**config.mk**
```make
export PLATFORM = sky130hd
export DESIGN_NAME = intr_status_block
export DESIGN_NICKNAME = d
export VERILOG_FILES = /design/src/rtl/intr_status_pkg.sv /design/src/rtl/intr_status_decode.sv /design/src/rtl/intr_status_regs.sv /design/src/rtl/intr_status_block.sv
export SDC_FILE = /design/constraint.sdc
export NUM_CORES = 1
export LEC_CHECK = 0
export BUFFER_PORTS_ARGS = -buffer_cell sky130_fd_sc_hd__buf_2
export CORE_MARGIN = 3
export CORE_UTILIZATION = 43
export DETAILED_ROUTE_END_ITERATION = 16
export GPL_TIMING_DRIVEN = 0
export PLACE_DENSITY_LB_ADDON = 0.2
export SYNTH_ARGS = -nofsm -noshare
export SYNTH_HDL_FRONTEND = slang
export SYNTH_SLANG_ARGS = --single-unit
```
**constraint.sdc**
```tcl
create_clock -name clk -period 1.6 [get_ports clk]
set_input_delay 0.32 -clock clk [delete_from_list [all_inputs] [get_ports clk]]
set_output_delay 0.32 -clock clk [all_outputs]
set_load 0.01 [all_outputs]
```
**src/rtl/intr_status_pkg.sv**
```systemverilog
package intr_status_pkg;

  localparam int unsigned SRC_N      = 12;
  localparam int unsigned CAUSE_N    = 13;
  localparam int unsigned IDX_W      = $clog2(SRC_N);

  // source positions that a neighbour decodes
  localparam int unsigned RXFULL_BIT  = 2;
  localparam int unsigned TXEMPTY_BIT = 4;
  localparam int unsigned TXABRT_BIT  = 6;

  localparam logic [SRC_N-1:0] LEVEL_SRC  = SRC_N'((1 << RXFULL_BIT) | (1 << TXEMPTY_BIT));
  localparam logic [SRC_N-1:0] MASK_RESET = 12'h254;

  // register word addresses
  localparam int unsigned ADDR_RAW     = 0;
  localparam int unsigned ADDR_MASK    = 1;
  localparam int unsigned ADDR_STAT    = 2;
  localparam int unsigned ADDR_CLR_ALL = 3;
  localparam int unsigned ADDR_CAUSE   = 4;
  localparam int unsigned CLR_BASE     = 16;

  typedef enum logic [2:0] {
    SEL_NONE,
    SEL_RAW,
    SEL_MASK,
    SEL_STAT,
    SEL_CAUSE,
    SEL_CLR_ONE,
    SEL_CLR_ALL
  } rdSel_e;

  // strobes from the decoder to the register datapath
  typedef struct packed {
    logic [SRC_N-1:0] clrSrc;
    logic             clrCause;
    logic             maskWr;
    rdSel_e           rdSel;
    logic [IDX_W-1:0] srcIdx;
  } strobes_t;

endpackage

```
**src/rtl/intr_status_decode.sv**
```systemverilog
module intr_status_decode
  import intr_status_pkg::*;
#(
  parameter int ADDR_W = 6
) (
  input  logic              rdEn,
  input  logic              wrEn,
  input  logic [ADDR_W-1:0] addr,
  output strobes_t          stb
);

  always_comb begin
    stb        = '0;
    stb.rdSel  = SEL_NONE;
    stb.maskWr = wrEn && (addr == ADDR_W'(ADDR_MASK));

    if (rdEn) begin
      if (addr == ADDR_W'(ADDR_RAW)) begin
        stb.rdSel = SEL_RAW;
      end else if (addr == ADDR_W'(ADDR_MASK)) begin
        stb.rdSel = SEL_MASK;
      end else if (addr == ADDR_W'(ADDR_STAT)) begin
        stb.rdSel = SEL_STAT;
      end else if (addr == ADDR_W'(ADDR_CAUSE)) begin
        stb.rdSel = SEL_CAUSE;
      end else if (addr == ADDR_W'(ADDR_CLR_ALL)) begin
        stb.rdSel    = SEL_CLR_ALL;
        stb.clrSrc   = ~LEVEL_SRC;
        stb.clrCause = 1'b1;
      end

      // one read-to-clear address per source
      for (int i = 0; i < SRC_N; i++) begin
        if (addr == ADDR_W'(CLR_BASE + i)) begin
          stb.rdSel  = SEL_CLR_ONE;
          stb.srcIdx = IDX_W'(i);
          if (!LEVEL_SRC[i]) stb.clrSrc[i] = 1'b1;
          if (i == TXABRT_BIT) stb.clrCause = 1'b1;
        end
      end
    end
  end

endmodule

```
**src/rtl/intr_status_regs.sv**
```systemverilog
module intr_status_regs
  import intr_status_pkg::*;
#(
  parameter int DATA_W = 32
) (
  input  logic               clk,
  input  logic               rstN,
  input  strobes_t           stb,
  input  logic [SRC_N-1:0]   srcIn,
  input  logic [CAUSE_N-1:0] causeIn,
  input  logic [SRC_N-1:0]   maskIn,
  output logic [SRC_N-1:0]   rawQ,
  output logic [SRC_N-1:0]   maskQ,
  output logic [CAUSE_N-1:0] causeQ,
  output logic [DATA_W-1:0]  rdData,
  output logic               irq
);

  logic [SRC_N-1:0] statW;

  // one cell per source: level sources track, pulse sources latch
  for (genvar i = 0; i < SRC_N; i++) begin : g_cell
    if (LEVEL_SRC[i]) begin : g_level
      always_ff @(posedge clk or negedge rstN) begin
        if (!rstN) rawQ[i] <= 1'b0;
        else       rawQ[i] <= srcIn[i];
      end
    end else begin : g_pulse
      always_ff @(posedge clk or negedge rstN) begin
        if (!rstN) rawQ[i] <= 1'b0;
        else       rawQ[i] <= srcIn[i] | (rawQ[i] & ~stb.clrSrc[i]);
      end
    end
  end

  always_ff @(posedge clk or negedge rstN) begin
    if (!rstN)           maskQ <= MASK_RESET;
    else if (stb.maskWr) maskQ <= maskIn;
  end

  // new cause bits win over a clear in the same cycle
  always_ff @(posedge clk or negedge rstN) begin
    if (!rstN) causeQ <= '0;
    else       causeQ <= causeIn | (causeQ & {CAUSE_N{~stb.clrCause}});
  end

  assign statW = rawQ & maskQ;
  assign irq   = |statW;

  always_comb begin
    unique case (stb.rdSel)
      SEL_RAW:     rdData = DATA_W'(rawQ);
      SEL_MASK:    rdData = DATA_W'(maskQ);
      SEL_STAT:    rdData = DATA_W'(statW);
      SEL_CAUSE:   rdData = DATA_W'(causeQ);
      SEL_CLR_ONE: rdData = DATA_W'(rawQ[stb.srcIdx]);
      SEL_CLR_ALL: rdData = DATA_W'(rawQ);
      default:     rdData = '0;
    endcase
  end

endmodule

```
**src/rtl/intr_status_block.sv**
```systemverilog
module intr_status_block
  import intr_status_pkg::*;
#(
  parameter int ADDR_W = 6,
  parameter int DATA_W = 32
) (
  input  logic               clk,
  input  logic               rstN,
  input  logic [SRC_N-1:0]   srcIn,
  input  logic [CAUSE_N-1:0] causeIn,
  input  logic               rdEn,
  input  logic               wrEn,
  input  logic [ADDR_W-1:0]  addr,
  input  logic [DATA_W-1:0]  wrData,
  output logic [DATA_W-1:0]  rdData,
  output logic               irq
);

  strobes_t           stb;
  logic [SRC_N-1:0]   rawQ;
  logic [SRC_N-1:0]   maskQ;
  logic [CAUSE_N-1:0] causeQ;
  logic               unusedWrHi;

  assign unusedWrHi = ^wrData[DATA_W-1:SRC_N];

  intr_status_decode #(
    .ADDR_W (ADDR_W)
  ) u_decode (
    .rdEn (rdEn),
    .wrEn (wrEn),
    .addr (addr),
    .stb  (stb)
  );

  intr_status_regs #(
    .DATA_W (DATA_W)
  ) u_regs (
    .clk     (clk),
    .rstN    (rstN),
    .stb     (stb),
    .srcIn   (srcIn),
    .causeIn (causeIn),
    .maskIn  (wrData[SRC_N-1:0]),
    .rawQ    (rawQ),
    .maskQ   (maskQ),
    .causeQ  (causeQ),
    .rdData  (rdData),
    .irq     (irq)
  );

endmodule

```
==> run_results.csv, run 1 <==
group,metric,value,unit
power_and_ir_drop,power_frac_seq,0.476,
sta,rsz0062_at_grt,"true",
routing,post_drt_wl_per_cell,15.68,um
clock_tree,cts_max_level,2,
routing,final_antenna_net_count,0,
sta,max_slew_margin,0.4739,
clock_tree,clk_latency,290,ps
floorplan,die_h,78.81,um
sta,maxSlewViolCount,0,
layout,fin_nets,395,
power_and_ir_drop,power.leakage,1.428,nW
yosys,synth_cell_types,43,
layout,antenna_cells,0,
critical_path,critPathMaxStageDelay,390,ps
global_routing,antenna_found_initial,0,
layout,area_growth_syn_to_layout,44.57,%
routing,avgViaCountPerCell,5.348,
routing,drtPass1Iterations,4,
yosys,ys_ff_latch,37,
placement,dpl_cell_area,2905,sq um
critical_path,crit_path_end_kind,"output port",
yosys,synthCells,235,
sta,max_freq,494.7,MHz
critical_path,critPathRequiredTime,1280,ps
layout,drive_gt1_frac,0.4863,
critical_path,crit_chain,"mux2_4, a32oi_1, o211ai_1, a221o_1, buf_2",
yosys,synth.avg_cell_area,9.701,sq um
yosys,synth_edf_count,0,
clock_tree,ctsHoldBuffers,0,
routing,wl,6208,um
yosys,ys.flop_type,"dfrtp_1",
min_path,hold_class,"input port to asynchronous set/reset pin",
sta,worst_slew_pin_slew,789.1,ps
yosys,yosysTopAreaCell,"dfrtp_1",
power_and_ir_drop,pwr-share-clk,0.302,
sta,finalCritPeriodShare,1.263,
outcome,outcome,"finished with violations",
global_routing,grt-ovfl-total,0,
sta,hold_slack,105.0,ps
placement,io_buffers,58,
global_routing,grt_util_all_layers,0.2100,
placement,dp_hpwl,4567,um
floorplan,core-area,4911,sq um
global_routing,grt_max_degree,38,
critical_path,rrSetupSlack,790,ps
critical_path,arrival,1700,ps
global_routing,grt_pass1_wl,10160,um
sta,hold_viol,0,
clock_tree,cts_buffer_depth,2,
yosys,syn_area,2280,sq um
power_and_ir_drop,p_int,1.601,mW
yosys,yosysSeqAreaShare,0.4083,
floorplan,die_w,78.81,um
sta,finClkSkew,0,ps
critical_path,cp-start-kind,"flip-flop",
clock_tree,clock-sinks,37,
yosys,synthTopCellsByArea,"dfrtp_1 (36%), a21o_1 (6.9%), buf_4 (6.9%)",
sta,fin_ws,-421.4,ps
critical_path,reg2reg_from,"u_regs.rawQ[7]",
critical_path,path_class,"flip-flop to output port",
clock_tree,cts_root_buf,"clkbuf_8",
clock_tree,cts.clk_slew.worst_paths,70,ps
layout,fin_util,0.6711,
yosys,synthArstFlopShare,1.000,
layout,layout_commonest_cell,"buf_2",
global_routing,grt_pass1_vias,2139,
sta,finalWorstPathRequiredPeriod,2021,ps
yosys,ys_warn_count,0,
floorplan,pin_count,100,
floorplan,rows,25,
floorplan,fp.dieArea,6211,sq um
yosys,netlist.area_leader.share,0.3622,
routing,drt-initial-drc-count,93,
power_and_ir_drop,powerDensity,673.6,nW/um^2
layout,fin_area,3296,sq um
power_and_ir_drop,power_frac_comb,0.222,
critical_path,crit_slowest_cell,"dfrtp_1",
critical_path,cp_max_fo,2,
placement,preCtsSetupSlack,-393.5,ps
routing,drc_errors,0,
outcome,violations,"negative setup slack",
floorplan,initial_utilization,0.4642,
power_and_ir_drop,power_switching,618.6,uW
layout,layout.cells.most_common_list,"buf_2 (60), buf_4 (32), dfrtp_1 (32)",
power_and_ir_drop,sw_frac_of_total,0.2787,
sta,setup_violations,14,
critical_path,crit_start,"u_regs.rawQ[5]",
clock_tree,cts_tree,"yes",
power_and_ir_drop,peakVddDrop,591.6,uV
placement,gp_congestion,0.8467,
routing,num_vias,2118,
run,maxCapViolCount,0,
clock_tree,cts_buffers,5,
routing by layer:
layer | track usage | vias up | wire, um
li1 | - | 1007 | -
met1 | 0.2679 | 1001 | 2514
met2 | 0.3277 | 92 | 3024
met3 | 0.05102 | 18 | 500
met4 | 0.1151 | 0 | 169
met5 | 0 | - | 0
per-stage QoR:
step                total power [mW]  setup TNS, ps  instances
finish                         2.220          -3047        396
global route                   2.350          -3814        396
CTS                            2.221          -3098        396
detailed placement             1.513          -5875        378
global placement               1.504          -5235        378
floorplan                      1.364         -41.20        253
layout make-up:
type                            instances  area [sq um]
Fill cell                             401          1615
Multi-Input combinational cell        179          1488
Sequential cell                        37         932.1
Timing Repair Buffer                   68         389.1
Buffer                                 35         305.3
Clock buffer                            8         90.09
Tap cell                               67         83.83
Inverter                                2         7.507
synthesized netlist by cell type (2+ instances only):
master    number
a21o_1        21
a21oi_1       13
a221oi_1       3
a22o_1         3
a31o_2         2
a31oi_1        2
and2_1         3
buf_2         11
buf_4         21
buf_6          2
dfrtp_1       33
dfstp_2        4
inv_1          2
mux2_2        12
mux2i_1        3
nand2_1       17
nand2b_1      15
nand3_1        7
nand3b_1       2
nor2_1         4
nor3_1         2
nor3b_1        5
o211ai_1       3
o21ai_0        6
o22ai_1        9
o31ai_1       11
or2_1          2
or2b_1         2
path summary, 6_finish.rpt:
kind	cells after the start	endpoint
max reg2reg	2	u_regs.rawQ[7]
min	1	u_regs.causeQ[12]
min reg2reg	1	u_regs.causeQ[12]
max	5	rdData[0]
max in group asynchronous	1	u_regs.rawQ[7]
min in group clk	1	u_regs.rawQ[2]
repair_timing:
item | 4_1_cts | 5_1_grt
endpoints found under the setup margin | 14 | 14
gates cloned | 1 | 0
gates resized for setup | 42 | 15
setup buffers | 9 | 0
pin swaps | 15 | 3
worst max-delay path: cells and delay by family (launching register included):
family / cells / cell delay, ps
buffers and inverters: 1 / 140
AO/OA/AOI/OAI: 3 / 610
multiplexers: 1 / 270
flip-flops: 1 / 390
power groups by stage:
stage / Clock [mW] / Sequential, mW / Combinational, mW
after CTS: 0.688 / 1.05 / 0.480
final: 0.671 / 1.06 / 0.494
after detailed placement: 0 / 1.07 / 0.444
after floorplan: 0 / 1.05 / 0.317
after global placement: 0 / 1.07 / 0.438
after global routing: 0.741 / 1.06 / 0.546
state kept, by name, indices dropped and copies added, names as in the netlist:
register	flops
u_regs.causeQ	13
u_regs.maskQ	12
u_regs.rawQ	12
logic make-up after synthesis:
logic type | Yosys count | share of synthesized area
and+or+nand+nor | 66 | 0.1652
muxes | 16 | 0.07903
other | 1 | 0.001645
AOI/OAI and AO/OA | 77 | 0.2338
xor gates and xnor gates | 1 | 0.003843
DFF | 37 | 0.4083
buffers and inverters | 37 | 0.1081
Power figures use the tool's default switching activity.
==> run 2, diff against run 1 <==
- SETUP_SLACK_MARGIN: not set -> 0.05
==> run_results.csv, run 2 (same netlist as run 1, synthesis figures left out) <==
group,metric,value,unit
min_path,hold_class,"input port to asynchronous set/reset pin",
sta,setup_violations,14,
layout,reg_top3,"u_regs.causeQ: 13 flops, u_regs.maskQ: 12 flops, u_regs.rawQ: 12 flops",
clock_tree,cts_buffer_depth,2,
floorplan,core-area,4911,sq um
layout,area_growth_syn_to_layout,41.16,%
routing,drt-initial-drc-count,107,
critical_path,critPathRequiredTime,1280,ps
sta,final.setup.tns,-3174,ps
clock_tree,cts.clk_slew.worst_paths,70,ps
clock_tree,ctsHoldBuffers,0,
clock_tree,cts_max_level,2,
layout,antenna_cells,0,
outcome,outcome,"finished with violations",
placement,dp_hpwl,4548,um
sta,fin_ws,-441.9,ps
clock_tree,clock-sinks,37,
routing,wl,6259,um
routing,num_vias,2079,
layout,fillers,431,
sta,finClkSkew,0,ps
routing,final_antenna_net_count,0,
layout,multiInputGateArea,1430,sq um
critical_path,reg2reg_depth,3,
critical_path,cp-start-kind,"flip-flop",
power_and_ir_drop,total_power,2.190,mW
sta,worst_slew_pin_slew,837.5,ps
sta,max_freq,489.8,MHz
clock_tree,clk_latency,290,ps
floorplan,die_h,78.81,um
critical_path,cp_top_family,"compound AO/OA/AOI/OAI gates",
global_routing,grt_max_degree,38,
clock_tree,cts_root_buf,"clkbuf_8",
routing,avgViaCountPerCell,5.277,
critical_path,cp_num_buf_inv,1,
layout,drive_gt1_frac,0.4954,
layout,register_area,933.4,sq um
critical_path,crit_cells,5,
outcome,violations,"negative setup slack",
global_routing,grt_util_all_layers,0.1970,
layout,layout_commonest_cell,"buf_2",
sta,rsz0062_at_grt,"true",
floorplan,rows,25,
power_and_ir_drop,peakVddDrop,431.7,uV
run,maxCapViolCount,0,
layout,layout.cells.most_common_list,"buf_2 (60), dfrtp_1 (31), buf_4 (27)",
layout,fin_area,3218,sq um
clock_tree,cts_tree,"yes",
sta,hold_viol,0,
critical_path,critPathMaxStageDelay,410,ps
critical_path,crit_chain,"mux2_4, a32oi_2, o211ai_1, a221o_1, buf_2",
layout,regMostFlops,"u_regs.causeQ",
routing,drc_errors,0,
global_routing,grt_pass1_wl,9466,um
placement,gp_congestion,0.8370,
placement,io_buffers,58,
power_and_ir_drop,power.leakage,1.407,nW
global_routing,grt_pass1_vias,1917,
critical_path,path_class,"flip-flop to output port",
global_routing,antenna_found_initial,0,
critical_path,crit_slowest_cell,"dfrtp_2",
floorplan,fp.dieArea,6211,sq um
floorplan,die_w,78.81,um
routing,drtPass1Iterations,4,
critical_path,crit_path_end_kind,"output port",
clock_tree,cts_buffers,5,
layout,fin_nets,393,
layout,largest_reg_flops,13,
sta,max_slew_margin,0.4417,
critical_path,cp_max_fo,2,
sta,finalWorstPathRequiredPeriod,2042,ps
floorplan,pin_count,100,
sta,maxSlewViolCount,0,
sta,finalCritPeriodShare,1.276,
placement,dpl_cell_area,2898,sq um
power_and_ir_drop,powerDensity,680.5,nW/um^2
critical_path,rrSetupSlack,690,ps
sta,hold_slack,127.5,ps
critical_path,arrival,1720,ps
routing,post_drt_wl_per_cell,15.89,um
global_routing,grt-ovfl-total,0,
floorplan,initial_utilization,0.4642,
==> run 2: cell count changes in the layout (fill, tap and decap cells not counted), moves of 2 or more <==
cell,previous run,this run
nand2_2,0,7
nand2_4,9,2
buf_4,32,27
nand2_1,5,8
nand2_8,3,0
a221oi_1,2,0
a221oi_2,1,3
buf_12,3,1
buf_6,5,7
clkbuf_1,2,0
clkinv_2,0,2
==> run 2: layout make-up <==
cell class,instances,area share
Multi-Input combinational cell,179,0.4444
Sequential cell,37,0.2900
Timing Repair Buffer,66,0.1205
Buffer,35,0.08981
Tap cell,67,0.02605
Clock buffer,5,0.02138
Clock inverter,3,0.005443
Inverter,2,0.002333
==> run 2: metrics by stage <==
stage / instances / utilization / setup slack (ps)
floorplan: 253 / - / -41.20
global placement: 378 / 0.5901 / -377.4
detailed placement: 378 / 0.5901 / -380.5
CTS: 388 / 0.6196 / -450.4
global route: 394 / 0.6553 / -498.9
finish: 394 / 0.6553 / -441.9
==> run 2: report_power, final <==
group / internal (mW) / switching [mW] / leakage, nW / total (mW)
registers: 0.997 / 0.0615 / 0.374 / 1.06
clock network: 0.300 / 0.333 / 0.0439 / 0.633
logic: 0.256 / 0.243 / 0.989 / 0.499
total: 1.55 / 0.637 / 1.41 / 2.19
==> run 2: repair_timing <==
item | CTS | global route
setup endpoints to repair | 14 | 14
cloned | 0 | 2
resized for setup | 14 | 28
buffers inserted | 2 | 4
pin swaps | 0 | 4
==> run 2: per-layer routing <==
metal | share of wire | GRT usage
met1 | 0.44 | 0.2708
met2 | 0.47 | 0.3048
met3 | 0.067 | 0.04535
met4 | 0.018 | 0.07045
met5 | 0 | 0
==> run 2: worst paths after layout <==
kind                                   start                end
max                           u_regs.rawQ[5]          rdData[0]
min                                     rstN  u_regs.causeQ[12]
max reg2reg                   u_regs.rawQ[5]     u_regs.rawQ[5]
min reg2reg                u_regs.causeQ[12]  u_regs.causeQ[12]
max in group asynchronous               rstN     u_regs.rawQ[7]
min in group clk                    srcIn[4]     u_regs.rawQ[4]
==> run 3, diff against run 2 <==
- ABC_CLOCK_PERIOD_IN_PS: not set -> 1600
- RECOVER_POWER: not set -> 25
- TNS_END_PERCENT: not set -> 5
==> run_results.csv, run 3 (same netlist as run 1, synthesis figures left out) <==
group,metric,value,unit
sta,max_freq,496.3,MHz
critical_path,cp-start-kind,"flip-flop",
floorplan,die_h,78.81,um
critical_path,rrSetupSlack,770,ps
sta,max_slew_margin,0.4028,
layout,drive_gt1_frac,0.4424,
routing,drt-initial-drc-count,78,
clock_tree,cts.clk_slew.worst_paths,80,ps
power_and_ir_drop,powerDensity,804.0,nW/um^2
global_routing,grt_max_degree,38,
clock_tree,clock-sinks,37,
layout,fin_nets,387,
outcome,violations,"negative setup slack",
power_and_ir_drop,p_int,1.848,mW
sta,finalCritPeriodShare,1.259,
sta,finClkSkew,0,ps
power_and_ir_drop,power_switching,618.1,uW
outcome,outcome,"finished with violations",
critical_path,cp_num_buf_inv,1,
floorplan,rows,25,
sta,fin_ws,-414.8,ps
critical_path,cp_top_family,"compound AO/OA/AOI/OAI gates",
layout,reg_top3,"u_regs.causeQ: 13 flops, u_regs.maskQ: 12 flops, u_regs.rawQ: 12 flops",
power_and_ir_drop,pwr-share-clk,0.387,
critical_path,critPathRequiredTime,1280,ps
sta,worst_slew_pin_slew,895.8,ps
routing,num_vias,2035,
placement,gp_congestion,0.8840,
run,maxCapViolCount,0,
routing,final_antenna_net_count,0,
global_routing,grt_pass1_vias,1905,
critical_path,cp_max_fo,2,
routing,drc_errors,0,
sta,hold_viol,0,
clock_tree,cts_buffer_depth,2,
power_and_ir_drop,total_power,2.466,mW
global_routing,grt-ovfl-total,0,
floorplan,pin_count,100,
global_routing,grt_util_all_layers,0.1965,
floorplan,die_w,78.81,um
power_and_ir_drop,peakVddDrop,489.0,uV
sta,finalWorstPathRequiredPeriod,2015,ps
critical_path,crit_slowest_cell,"dfrtp_2",
clock_tree,cts_max_level,2,
placement,io_buffers,58,
routing,wl,5914,um
placement,dp_hpwl,4513,um
placement,preCtsSetupSlack,-415.4,ps
sta,maxSlewViolCount,0,
clock_tree,ctsHoldBuffers,0,
layout,area_growth_syn_to_layout,34.52,%
critical_path,path_class,"flip-flop to output port",
clock_tree,clk_latency,290,ps
clock_tree,cts_root_buf,"clkbuf_8",
floorplan,initial_utilization,0.4642,
power_and_ir_drop,power_frac_seq,0.427,
power_and_ir_drop,power_frac_comb,0.186,
critical_path,crit_chain,"mux2_4, a32oi_1, o211ai_1, a221o_1, buf_2",
critical_path,crit_path_end_kind,"output port",
sta,rsz0062_at_grt,"true",
power_and_ir_drop,power.leakage,1.340,nW
power_and_ir_drop,sw_frac_of_total,0.2507,
clock_tree,cts_tree,"yes",
critical_path,critPathMaxStageDelay,410,ps
routing,post_drt_wl_per_cell,15.24,um
sta,setup_violations,14,
floorplan,fp.dieArea,6211,sq um
layout,layout.cells.most_common_list,"buf_2 (65), dfrtp_1 (32), buf_4 (23)",
critical_path,arrival,1690,ps
layout,regMostFlops,"u_regs.causeQ",
min_path,hold_class,"input port to flip-flop",
layout,layout_commonest_cell,"buf_2",
routing,avgViaCountPerCell,5.245,
floorplan,core-area,4911,sq um
global_routing,antenna_found_initial,0,
layout,antenna_cells,0,
clock_tree,cts_buffers,5,
routing,drtPass1Iterations,4,
layout,largest_reg_flops,13,
global_routing,grt_pass1_wl,9522,um
==> run 3: cell types whose count changed in the layout (fill, tap and decap cells not counted), sizes merged <==
cell      previous run  this run
buf                 97        93
clkinv               2         1
bufinv               0         2
clkinvlp             1         0
clkbuf               9         7
==> run 3: routing by layer <==
metal,global-route usage,part of all wire
met5,0,0
met4,0.03093,0.0061
met3,0.04649,0.069
met2,0.3226,0.48
met1,0.2703,0.44
==> run 3: final timing paths <==
kind,start,endpoint,cells past startpoint
worst max-delay path,u_regs.rawQ[7],rdData[0],5
worst min-delay path,srcIn[4],u_regs.rawQ[4],1
worst max register to register,u_regs.maskQ[0],u_regs.maskQ[0],1
worst min register to register,u_regs.causeQ[12],u_regs.causeQ[12],1
max in group asynchronous,rstN,u_regs.rawQ[7],1
min in group asynchronous,rstN,u_regs.maskQ[7],1
==> run 3: cell type report <==
type | instances | area, sq um
Clock inverter | 3 | 65.06
Buffer | 35 | 270.3
Sequential cell | 37 | 932.1
Multi-Input combinational cell | 179 | 1334
Inverter | 2 | 7.507
Clock buffer | 5 | 68.82
Timing Repair Buffer | 60 | 305.3
Tap cell | 67 | 83.83
Fill cell | 462 | 1844
==> run 3: repair_timing <==
| item | in CTS | in global routing |
|---|---|---|
| resized for setup | 11 | 4 |
| pin swaps | 3 | 1 |
| setup endpoints to repair | 14 | 14 |
| hold endpoints to repair | 0 | 0 |
| setup buffers | 2 | 0 |
==> run 3: power by group through the flow <==
stage                     registers [mW]  logic (mW)  clock network, mW
final                               1.05       0.458              0.955
after global routing                1.06       0.502               1.01
after CTS                           1.05       0.452              0.971
after detailed placement            1.07       0.440                  0
after global placement              1.06       0.433                  0
after floorplan                     1.05       0.314                  0
==> run 3: stage by stage <==
stage	std cells	utilization	area [sq um]	hold slack (ps)	setup TNS, ps
floorplan	253	-	2495	24.41	-239.2
global placement	378	0.5842	2869	427.6	-5117
detailed placement	378	0.5842	2869	429.3	-5233
CTS	388	0.6214	3052	123.3	-3748
global route	388	0.6245	3067	124.7	-4776
finish	388	0.6245	3067	127.5	-3884
